## config.mk

```make
export PLATFORM = sky130hd
export DESIGN_NAME = lsc_core
export DESIGN_NICKNAME = d
export VERILOG_FILES = /design/src/rtl/lsc_pkg.sv /design/src/rtl/lsc_regfile.sv /design/src/rtl/lsc_ctrl.sv /design/src/rtl/lsc_core.sv
export SDC_FILE = /design/constraint.sdc
export NUM_CORES = 1
export LEC_CHECK = 0
export ABC_AREA = 1
export CORE_MARGIN = 2
export CORE_UTILIZATION = 45
export DETAILED_ROUTE_END_ITERATION = 6
export SLEW_MARGIN = 25
export SYNTH_ARGS = -nofsm -noshare
export SYNTH_HDL_FRONTEND = slang
export SYNTH_SLANG_ARGS = --single-unit
```

## constraint.sdc

```tcl
create_clock -name clk -period 5.1 [get_ports clk]
set_input_delay 0.51 -clock clk [delete_from_list [all_inputs] [get_ports clk]]
set_output_delay 0.51 -clock clk [all_outputs]
set_load 0.01 [all_outputs]
```

## src/rtl/lsc_pkg.sv

```systemverilog
package lsc_pkg;
  localparam int unsigned WORD_W = 16;
  localparam int unsigned NREGS  = 8;
  localparam int unsigned SEL_W  = $clog2(NREGS);
  localparam int unsigned OP_W   = 6;
  localparam int unsigned OFF_W  = 7;

  localparam logic [OP_W-1:0] OP_LOAD  = 6'b110000;
  localparam logic [OP_W-1:0] OP_STORE = 6'b110001;
  localparam logic [OP_W-1:0] OP_IMM   = 6'b110010;
  localparam logic [OP_W-1:0] OP_PCREL = 6'b110011;
  localparam logic [OP_W-1:0] OP_HALT  = 6'b111111;

  typedef enum logic [2:0] {
    S_FETCH, S_DECODE, S_MEM, S_WB, S_HALT
  } step_e;
endpackage

```

## src/rtl/lsc_regfile.sv

```systemverilog
module lsc_regfile #(
  parameter int unsigned W = lsc_pkg::WORD_W,
  parameter int unsigned N = lsc_pkg::NREGS,
  localparam int unsigned SW = $clog2(N)
) (
  input  logic          clk,
  input  logic          rst_n,
  input  logic          wr_en,
  input  logic [SW-1:0] wr_sel,
  input  logic [W-1:0]  wr_data,
  input  logic [SW-1:0] rd_sel_a,
  output logic [W-1:0]  rd_data_a,
  input  logic [SW-1:0] rd_sel_b,
  output logic [W-1:0]  rd_data_b,
  input  logic [SW-1:0] dbg_sel,
  output logic [W-1:0]  dbg_data
);
  logic [W-1:0] regs [N];

  for (genvar g = 0; g < N; g++) begin : g_reg
    always_ff @(posedge clk) begin
      if (!rst_n)                                 regs[g] <= '0;
      else if (wr_en && wr_sel == SW'(g))         regs[g] <= wr_data;
    end
  end

  assign rd_data_a = regs[rd_sel_a];
  assign rd_data_b = regs[rd_sel_b];
  assign dbg_data  = regs[dbg_sel];

  // a write-back is visible in the named register on the next cycle
  a_r3_write_lands: assert property (@(posedge clk) disable iff (!rst_n)
    wr_en |=> regs[$past(wr_sel)] == $past(wr_data));
endmodule

```

## src/rtl/lsc_ctrl.sv

```systemverilog
module lsc_ctrl
  import lsc_pkg::*;
#(
  parameter int unsigned W  = WORD_W,
  parameter int unsigned SW = SEL_W,
  localparam int unsigned OP_LSB = W - OP_W,
  localparam int unsigned A_LSB  = OP_LSB - SW,
  localparam int unsigned B_LSB  = A_LSB - SW
) (
  input  logic          clk,
  input  logic          rst_n,
  output logic [W-1:0]  mem_addr,
  output logic [W-1:0]  mem_wdata,
  output logic          mem_we,
  input  logic [W-1:0]  mem_rdata,
  output logic          halted,
  output logic [SW-1:0] sel_a,
  output logic [SW-1:0] sel_b,
  input  logic [W-1:0]  val_a,
  input  logic [W-1:0]  val_b,
  output logic          wb_en,
  output logic [SW-1:0] wb_sel,
  output logic [W-1:0]  wb_data
);
  step_e          state;
  logic [W-1:0]   pc;
  logic [W-1:0]   ir;
  logic [OP_W-1:0] ir_op, fetch_op;
  logic [W-1:0]   rel_addr;

  assign ir_op    = ir[W-1:OP_LSB];
  assign fetch_op = mem_rdata[W-1:OP_LSB];
  assign sel_a    = ir[A_LSB +: SW];
  assign sel_b    = ir[B_LSB +: SW];
  assign rel_addr = pc + {{(W-OFF_W){ir[OFF_W-1]}}, ir[OFF_W-1:0]};

  always_ff @(posedge clk) begin
    if (!rst_n) begin
      state <= S_FETCH;
      pc    <= '0;
      ir    <= '0;
    end else begin
      unique case (state)
        S_FETCH: begin
          pc    <= pc + 1'b1;
          state <= S_DECODE;
        end
        S_DECODE: begin
          ir <= mem_rdata;
          case (fetch_op)
            OP_LOAD, OP_STORE, OP_IMM, OP_PCREL: state <= S_MEM;
            OP_HALT:                             state <= S_HALT;
            default:                             state <= S_FETCH;
          endcase
        end
        S_MEM: begin
          if (ir_op == OP_IMM) pc <= pc + 1'b1;
          state <= (ir_op == OP_STORE) ? S_FETCH : S_WB;
        end
        S_WB:    state <= S_FETCH;
        default: state <= S_HALT;
      endcase
    end
  end

  always_comb begin
    mem_addr  = pc;
    mem_wdata = '0;
    mem_we    = 1'b0;
    if (state == S_MEM) begin
      case (ir_op)
        OP_LOAD:  mem_addr = val_a;
        OP_STORE: begin
          mem_addr  = val_b;
          mem_wdata = val_a;
          mem_we    = 1'b1;
        end
        OP_PCREL: mem_addr = rel_addr;
        default:  mem_addr = pc;
      endcase
    end
  end

  assign wb_en   = (state == S_WB);
  assign wb_sel  = (ir_op == OP_LOAD) ? sel_b : sel_a;
  assign wb_data = mem_rdata;
  assign halted  = (state == S_HALT);

  // the write strobe never lasts more than one cycle
  a_r4_we_pulse: assert property (@(posedge clk) disable iff (!rst_n)
    mem_we |=> !mem_we);
  // halt is sticky, the address is frozen and nothing is written
  a_r8_halt_hold: assert property (@(posedge clk) disable iff (!rst_n)
    halted |=> halted && $stable(mem_addr) && !mem_we);
  // each fetch moves the program counter by exactly one word
  a_r9_fetch_step: assert property (@(posedge clk) disable iff (!rst_n)
    (state == S_FETCH) |=> pc == $past(pc) + 1'b1);
  // the inline literal is consumed, moving the program counter once more
  a_r5_imm_skip: assert property (@(posedge clk) disable iff (!rst_n)
    (state == S_MEM && ir_op == OP_IMM) |=> (pc == $past(pc) + 1'b1) && wb_en);
  // an unlisted operation returns straight to fetch without touching memory
  a_r7_nop_pass: assert property (@(posedge clk) disable iff (!rst_n)
    (state == S_DECODE && fetch_op[OP_W-1:OP_W-2] != 2'b11) |=> state == S_FETCH && !mem_we);
endmodule

```

## src/rtl/lsc_core.sv

```systemverilog
module lsc_core
  import lsc_pkg::*;
(
  input  logic                clk,
  input  logic                rst_n,
  output logic [WORD_W-1:0]   mem_addr,
  output logic [WORD_W-1:0]   mem_wdata,
  output logic                mem_we,
  input  logic [WORD_W-1:0]   mem_rdata,
  output logic                halted,
  input  logic [SEL_W-1:0]    dbg_sel,
  output logic [WORD_W-1:0]   dbg_data
);
  logic [SEL_W-1:0]  sel_a, sel_b, wb_sel;
  logic [WORD_W-1:0] val_a, val_b, wb_data;
  logic              wb_en;

  lsc_ctrl #(.W(WORD_W), .SW(SEL_W)) u_ctrl (
    .clk(clk), .rst_n(rst_n),
    .mem_addr(mem_addr), .mem_wdata(mem_wdata), .mem_we(mem_we),
    .mem_rdata(mem_rdata), .halted(halted),
    .sel_a(sel_a), .sel_b(sel_b), .val_a(val_a), .val_b(val_b),
    .wb_en(wb_en), .wb_sel(wb_sel), .wb_data(wb_data)
  );

  lsc_regfile #(.W(WORD_W), .N(NREGS)) u_rf (
    .clk(clk), .rst_n(rst_n),
    .wr_en(wb_en), .wr_sel(wb_sel), .wr_data(wb_data),
    .rd_sel_a(sel_a), .rd_data_a(val_a),
    .rd_sel_b(sel_b), .rd_data_b(val_b),
    .dbg_sel(dbg_sel), .dbg_data(dbg_data)
  );
endmodule

```

## Word level (Yosys, flattened, before mapping)

Memory sizes are Yosys's and may differ from the RTL's. A register that Yosys moved wholly into a read port is not among the register bits.
Cells that the tools add are included.

- Register bits after elaboration: 35
- Memory bits (writable): 128
- Output and inout port bits: 50
- Word-level logic and storage cells: 97
- Memories kept: 1

- Add/subtract/negate cells: 2
- Equal/unequal tests: 21
- Multiplexer cells: 49
- Bitwise gates (word level): 8
- Reduce and logical (&&, ||, !) cells: 13

Memory list:

| memory | depth | bits a word | rd ports | clocked after Yosys merged registers in | write ports | line | text |
|---|---|---|---|---|---|---|---|
| u_rf.regs | 8 | 16 | 3 | 2 | 8 | lsc_regfile.sv:18 | `logic [W-1:0] regs [N];` |

Operators by type and width:

| operator | number |
|---|---|
| $mux W16 | 12 |
| $eq A6 B6 Y1 const B | 9 |
| $pmux W16 S3 | 1 |
| $pmux W16 S2 | 1 |
| $mux W1 | 27 |
| $add A16 B1 Y16 const B | 1 |
| $add A16 B16 Y16 | 1 |
| $eq A3 B3 Y1 const B | 5 |
| $mux W3 | 5 |
| $eq A3 B2 Y1 const B | 4 |
| $pmux W3 S4 | 1 |
| $logic_and A1 B1 Y1 | 8 |
| $or A1 B1 Y1 | 8 |
| $eq A3 B1 Y1 const B | 2 |
| $logic_not A3 Y1 | 2 |
| $pmux W3 S2 | 1 |
| $reduce_or A4 Y1 | 1 |
| $mux W2 | 1 |
| $ne A2 B1 Y1 const B | 1 |
| $reduce_and A2 Y1 | 1 |
| $reduce_bool A2 Y1 | 1 |

## Longest topological paths before layout

- Depth after elaboration: 8
- Mapped depth: 12

## Modules after synthesis

A second synthesis with hierarchy kept.

- Cell total of the unflattened synthesis: 1896
- Area total of the unflattened synthesis: 12171.7 µm²

Modules (own cells, without submodules):

| module | times used | cells an instance | area an instance (µm²) |
|---|---|---|---|
| lsc_regfile | 1 | 1338 | 8758.4 |
| lsc_ctrl | 1 | 558 | 3413.3 |

## Least setup slack after synthesis

No wires, ideal clock.

- Path type: register to output
- Start: register u_ctrl.pc[0]
- End: output port mem_addr[8]
- Arrival time: 1742 ps
- Data required time: 4590 ps
- Setup slack: 2848 ps
- Cell stages (with the launch flop): 13
- Path buffers: 0
- Cell sequence: dfxtp_1 ha_1 inv_1 fa_1 inv_1 nand3_1 nand3_1 a21oi_1 nand2_1 nand2_1 nor2_1 nor2_1 nor2_1

- Longest elaborated chain between the ends: 3

Ends and longest elaborated chain:

| element | line | text |
|---|---|---|
| start, declared | lsc_ctrl.sv:26 | `logic [W-1:0] pc;` |
| start signal, assigned | lsc_ctrl.sv:45 | `pc <= pc + 1'b1;` |
| start signal, assigned | lsc_ctrl.sv:57 | `if (ir_op == OP_IMM) pc <= pc + 1'b1;` |
| $add A16 B16 Y16 | lsc_ctrl.sv:35 | `assign rel_addr = pc + {{(W-OFF_W){ir[OFF_W-1]}}, ir[OFF_W-1:0]};` |
| $pmux W16 S3 | lsc_ctrl.sv:71 | `case (ir_op)` |
| $mux W16 | lsc_ctrl.sv:70 | `if (state == S_MEM) begin` |
| end, declared | lsc_core.sv:6 | `output logic [WORD_W-1:0] mem_addr,` |

Every way passes these cells.

## Worst setup path after layout

- Start: input port dbg_sel[1]
- End: output port dbg_data[15]

- Longest elaborated chain between the ends: 1

Ends and longest elaborated chain:

| element | line | text |
|---|---|---|
| start, declared | lsc_core.sv:11 | `input logic [SEL_W-1:0] dbg_sel,` |
| $mem_v2 Z8 W16 | - |  |
| end, declared | lsc_core.sv:12 | `output logic [WORD_W-1:0] dbg_data` |

Every way passes these cells.

==> impl_metrics.json <==
{
  "viasPerCell": 5.66,
  "drc": 4,
  "grtUsageTotal_pct": 29.4,
  "yosysSeqAreaShare_pct": 40.8,
  "cts_hold_buf": 0,
  "critPathLaunchType": "input pin",
  "core-area_sq_mm": 0.0250,
  "p_leak_nw": 5.10,
  "path_class": "input pin to output port",
  "synth_area_sq_mm": 0.0114,
  "path_depth": 8,
  "die_y_um": 163,
  "vias": 11000,
  "drt_iter0_markers": 1073,
  "arrival_ns": 3.29,
  "fin_skew_ns": 0.0127,
  "fin_area_sq_mm": 0.0128,
  "dp.cells": 1914,
  "worstSetupEndpoint": "dbg_data[15]",
  "post-dp-hpwl_mm": 25.7,
  "slew_headroom_pct": 26.3,
  "end_kind": "output port",
  "startpoint": "dbg_sel[1]",
  "worstSkewPairLatency_ns": 0.43,
  "cts_buffer_depth": 2,
  "critPathMostFrequentCell": "clkdlybuf4s50_1",
  "start_util_pct": 45.6,
  "reg2reg_slack_ns": 2.26,
  "p_sw_share_pct": 31.0,
  "violations": "design-rule violations",
  "hold_viol": 0,
  "cts-buffers-inserted": 17,
  "critPathSlowestCell": "clkinv_1",
  "min_period_over_period_pct": 74.4,
  "hp-class": "register to register",
  "overflow": 0,
  "path_cells": "clkdlybuf4s50_1 -> clkinv_1 -> a21oi_1 -> o21ai_0 -> nand2_1 -> nor2_1 -> a31oi_1 -> clkdlybuf4s50_1",
  "synth_ff_type": "edfxtp_1",
  "globalplace.congestion": 0.874,
  "stdcell_count": 1946,
  "sequentialPowerShare_pct": 45.9,
  "critical_path.max_fanout": 26,
  "fin_tns_setup_ns": 0,
  "drv_cap": 0,
  "status": "complete, but fails checks",
  "clock_sinks": 169,
  "syn-mean-instance-area_sq_um": 7.17,
  "critPathTopFamily": "buffers and inverters",
  "row_count": 58,
  "grt_pass1_wl_mm": 58.8,
  "wl_per_cell_um": 20.1,
  "synth_cell_types": 38,
  "io_pins": 71,
  "drive_gt1_share_pct": 6.56,
  "drtPass1Iterations": 7,
  "grt_max_degree": 85,
  "power.internal_mw": 2.40,
  "cp.buffers_inverters": 3,
  "min_period_ns": 3.80,
  "ys_ff_latch": 169,
  "cts_tree": "done",
  "layout-area-overhead-vs-synth_pct": 12.1,
  "antenna_left": 0,
  "r2r_start": "u_ctrl.ir[12]",
  "yosys_warnings": 0,
  "rsz0062_at_grt": "no",
  "p_switching_mw": 1.08,
  "worstRegToRegCells": 9,
  "routed_wl_mm": 39.1,
  "setup_viol": 0,
  "syn-num-nets": 1631,
  "timing.fmax_ghz": 0.263,
  "p_per_area_mw_per_mm2": 272,
  "cts_setup_buffers": 0,
  "cpPeakStageDelay_ns": 0.75,
  "pwr-share-clk_pct": 36.2,
  "antenna_found_initial": 0,
  "htreeDepth": 4,
  "rr_endpoint": "u_rf.regs[5][6]",
  "clock-root-buffer": "clkbuf_16",
  "comb_power_share_pct": 18.0,
  "cts.reportedPaths.clkPinSlew_ns": 0.07,
  "vdd_drop_max_v": 0.000215,
  "portBuffers": 70,
  "dieArea_sq_mm": 0.0267,
  "slew_violations": 0,
  "placed_cell_area_sq_mm": 0.0122,
  "async_reset_ff_share_pct": 0,
  "syn_inst": 1593,
  "antenna-diode-count": 0,
  "die_w_um": 163,
  "synth-edff-count": 128,
  "nets": 1641,
  "grt_pass1_vias": 10200,
  "required_ns": 4.59,
  "tightest_slew_ns": 1.10,
  "cts_resized": 0
}
==> cell usage after synthesis, types with 8 or more instances <==
library cell / n / area, sq um
a21oi_1: 155 / 776
o21ai_1: 10 / 50.1
buf_2: 10 / 50.1
nor2_2: 19 / 119
inv_1: 162 / 608
nand2_1: 351 / 1320
nand3_1: 109 / 546
o21ai_0: 135 / 676
edfxtp_1: 128 / 3840
clkbuf_1: 73 / 274
ha_1: 16 / 200
o211ai_1: 65 / 488
a31oi_1: 16 / 100
nor2_1: 209 / 785
nand3_4: 8 / 140
clkinv_1: 17 / 63.8
nor3_1: 10 / 50.1
dfxtp_1: 41 / 821
==> tightest hold or removal path: cells and delay by family (launching register included) <==
family	cells	cell delay [ns]
AOI/OAI and AO/OA	1	0.06
DFF	1	0.34
and+or+nand+nor	1	0.07
==> how the worst min path moves through the flow <==
stage / start / end / slack [ns] / cells past startpoint
floorplan: u_ctrl.ir[12] / u_ctrl.ir[12] / 0.48 / 2
global placement: u_ctrl.ir[12] / u_ctrl.ir[12] / 0.49 / 2
detailed placement: u_ctrl.ir[12] / u_ctrl.ir[12] / 0.51 / 2
CTS: u_ctrl.ir[12] / u_ctrl.ir[12] / 0.52 / 2
global route: u_ctrl.ir[12] / u_ctrl.ir[12] / 0.55 / 2
finish: u_ctrl.ir[12] / u_ctrl.ir[12] / 0.51 / 2
==> layout make-up <==
| type | count | area (sq um) |
|---|---|---|
| Clock buffer | 21 | 473 |
| Sequential cell | 169 | 4670 |
| Fill cell | 2503 | 12200 |
| Multi-Input combinational cell | 1145 | 5660 |
| Inverter | 185 | 699 |
| Tap cell | 330 | 413 |
| Clock inverter | 11 | 82.6 |
| Timing Repair Buffer | 85 | 803 |
==> cell usage in the layout, fill, tap and decap left out, drive strengths merged <==
cell	count
clkinv	23
buf	17
clkdlybuf4s50	68
ha	16
nor3	11
nand3	117
dfxtp	41
nor2	233
a31oi	16
edfxtp	128
o21ai	147
inv	173
and2	2
nand3b	3
xor2	4
nand4	6
clkbuf	21
fa	1
xnor2	7
a221oi	3
a21oi	156
a21boi	1
nand2	355
o211ai	65
or2	2
==> per-stage QoR <==
step	hold slack (ns)	worst slack, ns	util [%]	total power [mW]
2_1_floorplan	0.476	2.85	-	2.02
3_3_place_gp	0.494	1.34	48.9	2.23
3_5_place_dp	0.509	1.32	48.9	2.24
4_1_cts	0.519	1.30	51.1	3.47
5_1_grt	0.555	1.15	51.2	3.61
6_report	0.510	1.30	51.2	3.48
==> registers in the layout (all words and copies together) (netlist names), named ones only <==
signal	count
u_rf.regs	128
u_ctrl.ir	16
u_ctrl.pc	16
u_ctrl.state	3
==> layer usage <==
metal	GRT usage [%]	part of all wire (%)	up-vias
met5	0	0	-
met4	12.0	3.7	0
met3	4.52	7.5	90
met2	49.6	47	412
met1	37.9	41	5176
li1	-	-	5332
==> power by group through the flow <==
stage | clock network, mW | logic (mW) | registers (mW)
3_5_place_dp | 0 | 0.615 | 1.63
5_1_grt | 1.32 | 0.688 | 1.60
6_report | 1.26 | 0.626 | 1.60
2_1_floorplan | 0 | 0.435 | 1.59
3_3_place_gp | 0 | 0.609 | 1.62
4_1_cts | 1.26 | 0.617 | 1.60
==> kinds of logic (layout without fill, tap and decap cells) <==
| group | after synthesis | after routing | share of synthesized area [%] |
|---|---|---|---|
| XOR/XNOR | 11 | 11 | 0.843 |
| AO/OA/AOI/OAI | 388 | 388 | 19.0 |
| flip-flops | 169 | 169 | 40.8 |
| AND/OR/NAND/NOR | 729 | 729 | 27.6 |
| buffers and inverters | 279 | 302 | 9.78 |
| adder cells (fa/ha/maj) | 17 | 17 | 1.93 |
Power figures use the tool's default switching activity.
